[src/rtl/otp_pkg.sv]
package otp_pkg;

  typedef enum logic [2:0] {
    MD_STANDBY = 3'd0,
    MD_INHIBIT = 3'd1,
    MD_OUTDIS  = 3'd2,
    MD_PROG    = 3'd3,
    MD_READ    = 3'd4,
    MD_VERIFY  = 3'd5,
    MD_SIGN    = 3'd6,
    MD_INVALID = 3'd7
  } otp_mode_e;

  localparam logic [7:0] SIG_MAKER = 8'h20;
  localparam logic [7:0] SIG_PART  = 8'h61;

  function automatic logic mode_drives(input otp_mode_e m);
    return (m == MD_READ) || (m == MD_VERIFY) || (m == MD_SIGN);
  endfunction

endpackage

[src/rtl/otp_mode_dec.sv]
module otp_mode_dec
  import otp_pkg::*;
(
  input  logic      ce_n,
  input  logic      oe_n,
  input  logic      pgm_n,
  input  logic      vpp_hi,
  input  logic      id_hv,
  output otp_mode_e mode
);

  always_comb begin
    mode = MD_INVALID;
    if (ce_n) begin
      mode = vpp_hi ? MD_INHIBIT : MD_STANDBY;
    end else if (oe_n) begin
      mode = vpp_hi ? MD_PROG : MD_OUTDIS;
    end else if (vpp_hi) begin
      mode = pgm_n ? MD_VERIFY : MD_INVALID;
    end else if (id_hv) begin
      mode = pgm_n ? MD_SIGN : MD_INVALID;
    end else begin
      mode = MD_READ;
    end
  end

endmodule

[src/rtl/otp_access_timer.sv]
module otp_access_timer #(
  parameter int AW      = 8,
  parameter int ACC_CYC = 4,
  parameter int OE_CYC  = 2
) (
  input  logic          clk,
  input  logic          rst_n,
  input  logic          ce_n,
  input  logic          oe_n,
  input  logic [AW-1:0] addr,
  output logic          acc_ok,
  output logic          oe_ok
);

  localparam int AGW = $clog2(ACC_CYC + 2);
  localparam int OGW = $clog2(OE_CYC + 2);
  localparam logic [AGW-1:0] ACC_LIM = AGW'(ACC_CYC);
  localparam logic [OGW-1:0] OE_LIM  = OGW'(OE_CYC);

  logic [AW-1:0]  addr_q;
  logic [AGW-1:0] acc_q, acc_d;
  logic [OGW-1:0] oe_q, oe_d;

  always_comb begin
    acc_d = acc_q;
    if (ce_n || (addr != addr_q)) begin
      acc_d = '0;
    end else if (acc_q < ACC_LIM) begin
      acc_d = acc_q + 1'b1;
    end
  end

  always_comb begin
    oe_d = oe_q;
    if (oe_n) begin
      oe_d = '0;
    end else if (oe_q < OE_LIM) begin
      oe_d = oe_q + 1'b1;
    end
  end

  assign acc_ok = (acc_d >= ACC_LIM);
  assign oe_ok  = (oe_d >= OE_LIM);

  always_ff @(posedge clk or negedge rst_n) begin
    if (!rst_n) begin
      addr_q <= '0;
      acc_q  <= '0;
      oe_q   <= '0;
    end else begin
      addr_q <= addr;
      acc_q  <= acc_d;
      oe_q   <= oe_d;
    end
  end

  generate
    if (ACC_CYC >= 2) begin : g_acc_chk
      // a full access age needs chip enable held low on the previous edge
      a_r9_age_needs_history: assert property (@(posedge clk) disable iff (!rst_n)
        acc_ok |-> ($past(!ce_n) && !ce_n));
    end
    if (OE_CYC >= 2) begin : g_oe_chk
      // output age needs output enable low on the previous edge
      a_r10_oe_needs_history: assert property (@(posedge clk) disable iff (!rst_n)
        oe_ok |-> $past(!oe_n));
    end
  endgenerate

endmodule

[src/rtl/otp_pulse_ctrl.sv]
module otp_pulse_ctrl #(
  parameter int MIN_PULSE = 3
) (
  input  logic clk,
  input  logic rst_n,
  input  logic prog_mode,
  input  logic pgm_n,
  output logic wr_en,
  output logic rej
);

  localparam int WW = $clog2(MIN_PULSE + 2);
  localparam logic [WW-1:0] W_LIM = WW'(MIN_PULSE);

  logic [WW-1:0] wid_q, wid_d;
  logic          rej_q, rej_d;
  logic          release_evt;

  assign release_evt = prog_mode && pgm_n && (wid_q != '0);

  always_comb begin
    wid_d = '0;
    if (prog_mode && !pgm_n) begin
      wid_d = (wid_q < W_LIM) ? wid_q + 1'b1 : wid_q;
    end
  end

  always_comb begin
    rej_d = rej_q;
    if (release_evt) begin
      rej_d = (wid_q < W_LIM);
    end
  end

  assign wr_en = release_evt && (wid_q >= W_LIM);
  assign rej   = rej_q;

  always_ff @(posedge clk or negedge rst_n) begin
    if (!rst_n) begin
      wid_q <= '0;
      rej_q <= 1'b0;
    end else begin
      wid_q <= wid_d;
      rej_q <= rej_d;
    end
  end

  // a write only follows an edge that saw the strobe low in program mode
  a_r12_write_after_low: assert property (@(posedge clk) disable iff (!rst_n)
    wr_en |-> $past(prog_mode && !pgm_n));

endmodule

[src/rtl/otp_cell_array.sv]
module otp_cell_array #(
  parameter int AW = 8,
  parameter int DW = 8
) (
  input  logic          clk,
  input  logic          rst_n,
  input  logic          we,
  input  logic [AW-1:0] waddr,
  input  logic [DW-1:0] wdata,
  input  logic [AW-1:0] raddr,
  output logic [DW-1:0] rdata
);

  localparam int DEPTH = 1 << AW;

  logic [DW-1:0] mem_q [DEPTH];
  logic [DW-1:0] wr_old, wr_new;

  assign wr_old = mem_q[waddr];
  assign wr_new = wr_old & wdata;
  assign rdata  = mem_q[raddr];

  always_ff @(posedge clk or negedge rst_n) begin
    if (!rst_n) begin
      for (int i = 0; i < DEPTH; i++) begin
        mem_q[i] <= '1;
      end
    end else if (we) begin
      mem_q[waddr] <= wr_new;
    end
  end

  // after a write no bit of the word has gone from 0 to 1
  a_r6_bits_only_clear: assert property (@(posedge clk) disable iff (!rst_n)
    we |=> ((mem_q[$past(waddr)] & ~$past(wr_old)) == '0));

endmodule

[src/rtl/otp_byte_mem.sv]
module otp_byte_mem
  import otp_pkg::*;
#(
  parameter int AW        = 8,
  parameter int DW        = 8,
  parameter int ACC_CYC   = 4,
  parameter int OE_CYC    = 2,
  parameter int MIN_PULSE = 3
) (
  input  logic          clk,
  input  logic          rst_n,
  input  logic          ce_n,
  input  logic          oe_n,
  input  logic          pgm_n,
  input  logic          vpp_hi,
  input  logic          id_hv,
  input  logic [AW-1:0] addr,
  input  logic [DW-1:0] d_in,
  output logic [DW-1:0] q_out,
  output logic          q_en,
  output logic          pulse_rej
);

  localparam logic [DW-1:0] CODE_MAKER = DW'(SIG_MAKER);
  localparam logic [DW-1:0] CODE_PART  = DW'(SIG_PART);

  // reset: asserted asynchronously, released through two flops
  logic [1:0] rs_q;
  logic       rst_i;

  always_ff @(posedge clk or negedge rst_n) begin
    if (!rst_n) rs_q <= 2'b00;
    else        rs_q <= {rs_q[0], 1'b1};
  end
  assign rst_i = rs_q[1];

  otp_mode_e     mode;
  logic          acc_ok, oe_ok;
  logic          wr_en;
  logic [DW-1:0] arr_byte, sel_byte;
  logic          drive_d;
  logic [DW-1:0] out_d;
  logic          q_en_q;
  logic [DW-1:0] q_out_q;

  otp_mode_dec u_dec (
    .ce_n   (ce_n),
    .oe_n   (oe_n),
    .pgm_n  (pgm_n),
    .vpp_hi (vpp_hi),
    .id_hv  (id_hv),
    .mode   (mode)
  );

  otp_access_timer #(
    .AW      (AW),
    .ACC_CYC (ACC_CYC),
    .OE_CYC  (OE_CYC)
  ) u_timer (
    .clk    (clk),
    .rst_n  (rst_i),
    .ce_n   (ce_n),
    .oe_n   (oe_n),
    .addr   (addr),
    .acc_ok (acc_ok),
    .oe_ok  (oe_ok)
  );

  otp_pulse_ctrl #(
    .MIN_PULSE (MIN_PULSE)
  ) u_pulse (
    .clk       (clk),
    .rst_n     (rst_i),
    .prog_mode (mode == MD_PROG),
    .pgm_n     (pgm_n),
    .wr_en     (wr_en),
    .rej       (pulse_rej)
  );

  otp_cell_array #(
    .AW (AW),
    .DW (DW)
  ) u_array (
    .clk   (clk),
    .rst_n (rst_i),
    .we    (wr_en),
    .waddr (addr),
    .wdata (d_in),
    .raddr (addr),
    .rdata (arr_byte)
  );

  always_comb begin
    sel_byte = arr_byte;
    if (mode == MD_SIGN) begin
      sel_byte = addr[0] ? CODE_PART : CODE_MAKER;
    end
  end

  assign drive_d = mode_drives(mode) && acc_ok && oe_ok;
  assign out_d   = drive_d ? sel_byte : '0;

  always_ff @(posedge clk or negedge rst_i) begin
    if (!rst_i) begin
      q_en_q  <= 1'b0;
      q_out_q <= '0;
    end else begin
      q_en_q  <= drive_d;
      q_out_q <= out_d;
    end
  end

  assign q_en  = q_en_q;
  assign q_out = q_out_q;

  // chip enable high on the last edge means the bus is off now
  a_r3_off_in_standby: assert property (@(posedge clk) disable iff (!rst_i)
    $past(ce_n) |-> !q_en);

  // output disable on the last edge means the bus is off now
  a_r4_off_when_disabled: assert property (@(posedge clk) disable iff (!rst_i)
    $past(!ce_n && oe_n) |-> !q_en);

  // signature mode only ever shows one of the two codes
  a_r8_sig_codes: assert property (@(posedge clk) disable iff (!rst_i)
    (q_en && $past(id_hv && !vpp_hi)) |-> (q_out == CODE_MAKER || q_out == CODE_PART));

  // the refusal flag only rises after a strobe release in program mode
  a_r11_reject_at_release: assert property (@(posedge clk) disable iff (!rst_i)
    $rose(pulse_rej) |-> $past(pgm_n && !ce_n && oe_n && vpp_hi));

  // a bus that is not driven carries zero
  a_r2_idle_zero: assert property (@(posedge clk) disable iff (!rst_i)
    !q_en |-> (q_out == '0));

endmodule

[config.mk]
export PLATFORM = sky130hd
export DESIGN_NAME = otp_byte_mem
export DESIGN_NICKNAME = d
export VERILOG_FILES = /design/src/rtl/otp_pkg.sv /design/src/rtl/otp_mode_dec.sv /design/src/rtl/otp_access_timer.sv /design/src/rtl/otp_pulse_ctrl.sv /design/src/rtl/otp_cell_array.sv /design/src/rtl/otp_byte_mem.sv
export SDC_FILE = /design/constraint.sdc
export NUM_CORES = 2
export LEC_CHECK = 0
export BUFFER_PORTS_ARGS = -buffer_cell sky130_fd_sc_hd__buf_2
export CAP_MARGIN = 20
export CORE_UTILIZATION = 40
export DETAILED_ROUTE_END_ITERATION = 12
export PLACE_DENSITY = 0.6
export REMOVE_ABC_BUFFERS = 1
export SETUP_SLACK_MARGIN = 0.02
export SLEW_MARGIN = 0
export SYNTH_ARGS = -nofsm -noshare
export SYNTH_HDL_FRONTEND = slang
export SYNTH_SLANG_ARGS = --single-unit
[constraint.sdc]
create_clock -name clk -period 103.6 [get_ports clk]
set_input_delay 10.36 -clock clk [delete_from_list [all_inputs] [get_ports clk]]
set_output_delay 10.36 -clock clk [all_outputs]
set_load 0.005 [all_outputs]
==> impl_metrics.env <==
export IMPL_synth_cell_types=56
export IMPL_grt_pass1_vias=64741
export IMPL_ir_drop_mv=0.0191
export IMPL_synthTopCellsByCount="2048 x dfstp_2, 2032 x nand2_1, 1736 x o21ai_0"
export IMPL_ys_seq_area_frac=0.579
export IMPL_grt_util_met1=0.310
export IMPL_fin_cells=11507
export IMPL_nNetsFinal=8219
export IMPL_root_buffer="clkbuf_16"
export IMPL_cts_tree="built"
export IMPL_pre_cts_slack_ns=84.53
export IMPL_place_detailed_hpwl_mm=166
export IMPL_dp_cells=11093
export IMPL_place_congestion=0.838
export IMPL_clock_path_buffers=3
export IMPL_fin_skew_ns=0.0575
export IMPL_worstSetupPathType="input port to register"
export IMPL_grt_pass1_wl_mm=407
export IMPL_grtUsageMet2=0.356
export IMPL_setup_viol=0
export IMPL_holdWs_ns=0.352
export IMPL_syn_avg_cell_area_um2=11.1
export IMPL_rsz0062_at_grt="no"
export IMPL_die_x_um=487
export IMPL_synth_top_area_frac=0.571
export IMPL_synth_largest_area_cell="dfstp_2"
export IMPL_insertion_delay_ns=0.89
export IMPL_p_int_w=0.00129
export IMPL_p_clk_frac=0.471
export IMPL_endpoint_kind="register"
export IMPL_swShare=0.235
export IMPL_num_rows=177
export IMPL_syn_area_um2=94200
export IMPL_pwr_share_comb=0.046
export IMPL_cts_setup_buffers=0
export IMPL_vias=63310
export IMPL_portBuffers=32
export IMPL_worstPathRequired_ns=104.35
export IMPL_fmax_mhz=54.8
export IMPL_critPathMaxFanout=99
export IMPL_areaGrowthSynthToFinish_pct=10.7
export IMPL_yosysWarnings=0
export IMPL_cap_viol_max_count=0
export IMPL_io_pins=33
export IMPL_fp_coreArea_um2=233000
export IMPL_drive_gt1_frac=0.373
export IMPL_cp_arrival_ns=18.99
export IMPL_vias_per_cell=5.50
export IMPL_busiest_layer="met2"
export IMPL_drt_iter0_markers=5306
export IMPL_ant_nets=0
export IMPL_ys_ff_latch=2076
export IMPL_p_per_area_nw_per_um2=16.2
export IMPL_switchingPower_w=0.000398
export IMPL_finalSetupTns_ns=0
export IMPL_cellLeakagePower_nw=38.1
export IMPL_hp_class="register to register"
export IMPL_numCtsBuffers=216
export IMPL_grt_usage=0.223
export IMPL_fill_cells=21546
export IMPL_dieArea_um2=237000
export IMPL_p_total_w=0.00169
export IMPL_grt_antenna_before_repair=10
export IMPL_worst_pin_slew_ns=1.18
export IMPL_relSlewSlack=0.208
export IMPL_syn_inst=8512
export IMPL_run_status="completed"
export IMPL_htreeDepth=4
export IMPL_grt_max_degree=190
export IMPL_timing_final_hold_violations=0
export IMPL_min_period_ns=18.24
export IMPL_die_y_um=487
export IMPL_ys_flop_type="dfstp_2"
export IMPL_dr_pass1_iters=5
export IMPL_gr_usage_met3=0.0320
export IMPL_fin_crit_sh=0.176
export IMPL_grt_overflow_total=0
export IMPL_cts_resized_gates=0
export IMPL_setup_ws_ns=85.36
export IMPL_cts_sinks=2076
export IMPL_ys_top_cells_by_area="dfstp_2 57%, o21ai_0 9.2%, mux4_2 8.5%, nand2_1 8.1%, mux2i_1 5.4%"
export IMPL_synthArstFlopShare=1.00
export IMPL_start_kind="input port"
export IMPL_synth_edf_count=0
export IMPL_clk_pin_slew_ns=0.06
export IMPL_wl_per_cell_um=22.8
export IMPL_p_seq_frac=0.482
export IMPL_drc_errors=0
export IMPL_drt_wl_total_mm=263
export IMPL_postCtsHoldBufs=0
export IMPL_yosysMostFrequentCell="dfstp_2"
export IMPL_maxSlewViolCount=0
export IMPL_start_util=0.404
==> registers in the layout (all words and copies together) (netlist names) <==
signal,count
u_pulse.rej,1
u_array.mem_q,2048
q_en,1
q_out,8
u_pulse.wid_q,3
u_timer.oe_q,2
rs_q,2
u_timer.acc_q,3
u_timer.addr_q,8
==> per-layer routing <==
metal	vias to the layer above	part of all wire
li1	28969	-
met1	32339	0.45
met2	1595	0.47
met3	407	0.050
met4	0	0.036
met5	-	0
==> layout by cell type (no fill, tap or decap), types with 8 or more instances in the layout <==
cell        Yosys  final
bufinv_16       0     18
clkbuf_1      566     48
nand2_1      2032   2031
buf_2          81     29
clkbuf_16       0    216
mux2_2        133    133
nor2_2          0     14
nand4_1        33     33
o31ai_1        62     62
dfrtp_1        28     27
inv_1         202    202
clkinv_2        0     40
dfstp_2      2048   2048
o22ai_1         8      8
nor3_2          0      8
o21ai_1        19     19
mux4_2        354    354
a221oi_1       48     48
nand2b_1       14     14
and2_1         11      9
a22oi_1       163    163
a21oi_1        36     36
nand3_4         0      8
nor3_1         21     13
clkinvlp_4      0     11
o211ai_1       28     28
a22o_1         34     34
o21ai_0      1736   1736
nor2b_1        15     12
nand3_1       105     96
mux2i_1       508    508
buf_4          18    142
clkbuf_8        0     43
nor2_1         70     55
and3_1          8      8
a2111oi_0       8      8
==> critical path, stage by stage <==
cell and delay [ns]:
buf_8 0.45, buf_4 0.76, buf_4 0.79, buf_4 0.76
buf_4 0.68, buf_4 0.80, mux2i_1 0.27, a22oi_1 0.11
nand3_1 0.17, nand4_1 0.43, nor3_1 0.55, nand3_1 0.49
o221ai_4 0.86, buf_4 0.84, o21ai_0 0.26
==> per-stage QoR <==
stage / instance area [µm²] / utilization
2_1_floorplan: 91100 / -
3_3_place_gp: 96700 / 0.414
3_5_place_dp: 96700 / 0.414
6_report: 104000 / 0.447
4_1_cts: 104000 / 0.446
5_1_grt: 104000 / 0.447
==> worst paths after layout <==
kind / to / cells after the start / from / slack, ns
setup / recovery: u_array.mem_q[1663] / 15 / addr[0] / 85.36
min in group asynchronous: u_array.mem_q[1362] / 0 / rs_q[1] / 0.81
hold reg to reg: rs_q[1] / 0 / rs_q[0] / 0.35
hold / removal: rs_q[1] / 0 / rs_q[0] / 0.35
max in group asynchronous: rs_q[1] / 1 / rst_n / 94.22
setup reg to reg: u_array.mem_q[1720] / 6 / rs_q[1] / 97.63
==> final cells by class <==
class	instances	area (µm²)	area share
repair buffers	190	1540	0.0148
well taps	3132	3920	0.0376
clock buffers	307	6180	0.0592
diodes	7	17.5	0.000168
multi-input cells	5505	36200	0.347
flip-flops and latches	2076	54500	0.523
clock inverters	88	1160	0.0111
inverters	202	758	0.00727
==> cells by family (layout without fill, tap and decap cells) <==
logic type | Yosys count | in the layout | synth area share
compound gates | 2165 | 2165 | 0.126
xor+xnor | 9 | 9 | 0.000837
fa+ha+maj | 5 | 5 | 0.000664
buf+inv | 931 | 787 | 0.0413
flops | 2076 | 2076 | 0.579
mux | 995 | 995 | 0.155
other cells | 1 | 8 | 0.0000398
simple gates | 2330 | 2330 | 0.0977
==> power by group through the flow <==
stage / clock network, W / registers [W] / logic (W)
2_1_floorplan: 0 / 0.000831 / 0.0000247
3_3_place_gp: 0 / 0.000828 / 0.0000773
3_5_place_dp: 0 / 0.000828 / 0.0000782
4_1_cts: 0.000814 / 0.000816 / 0.0000784
5_1_grt: 0.000847 / 0.000816 / 0.0000840
6_report: 0.000797 / 0.000816 / 0.0000782
Power figures use the tool's default switching activity.
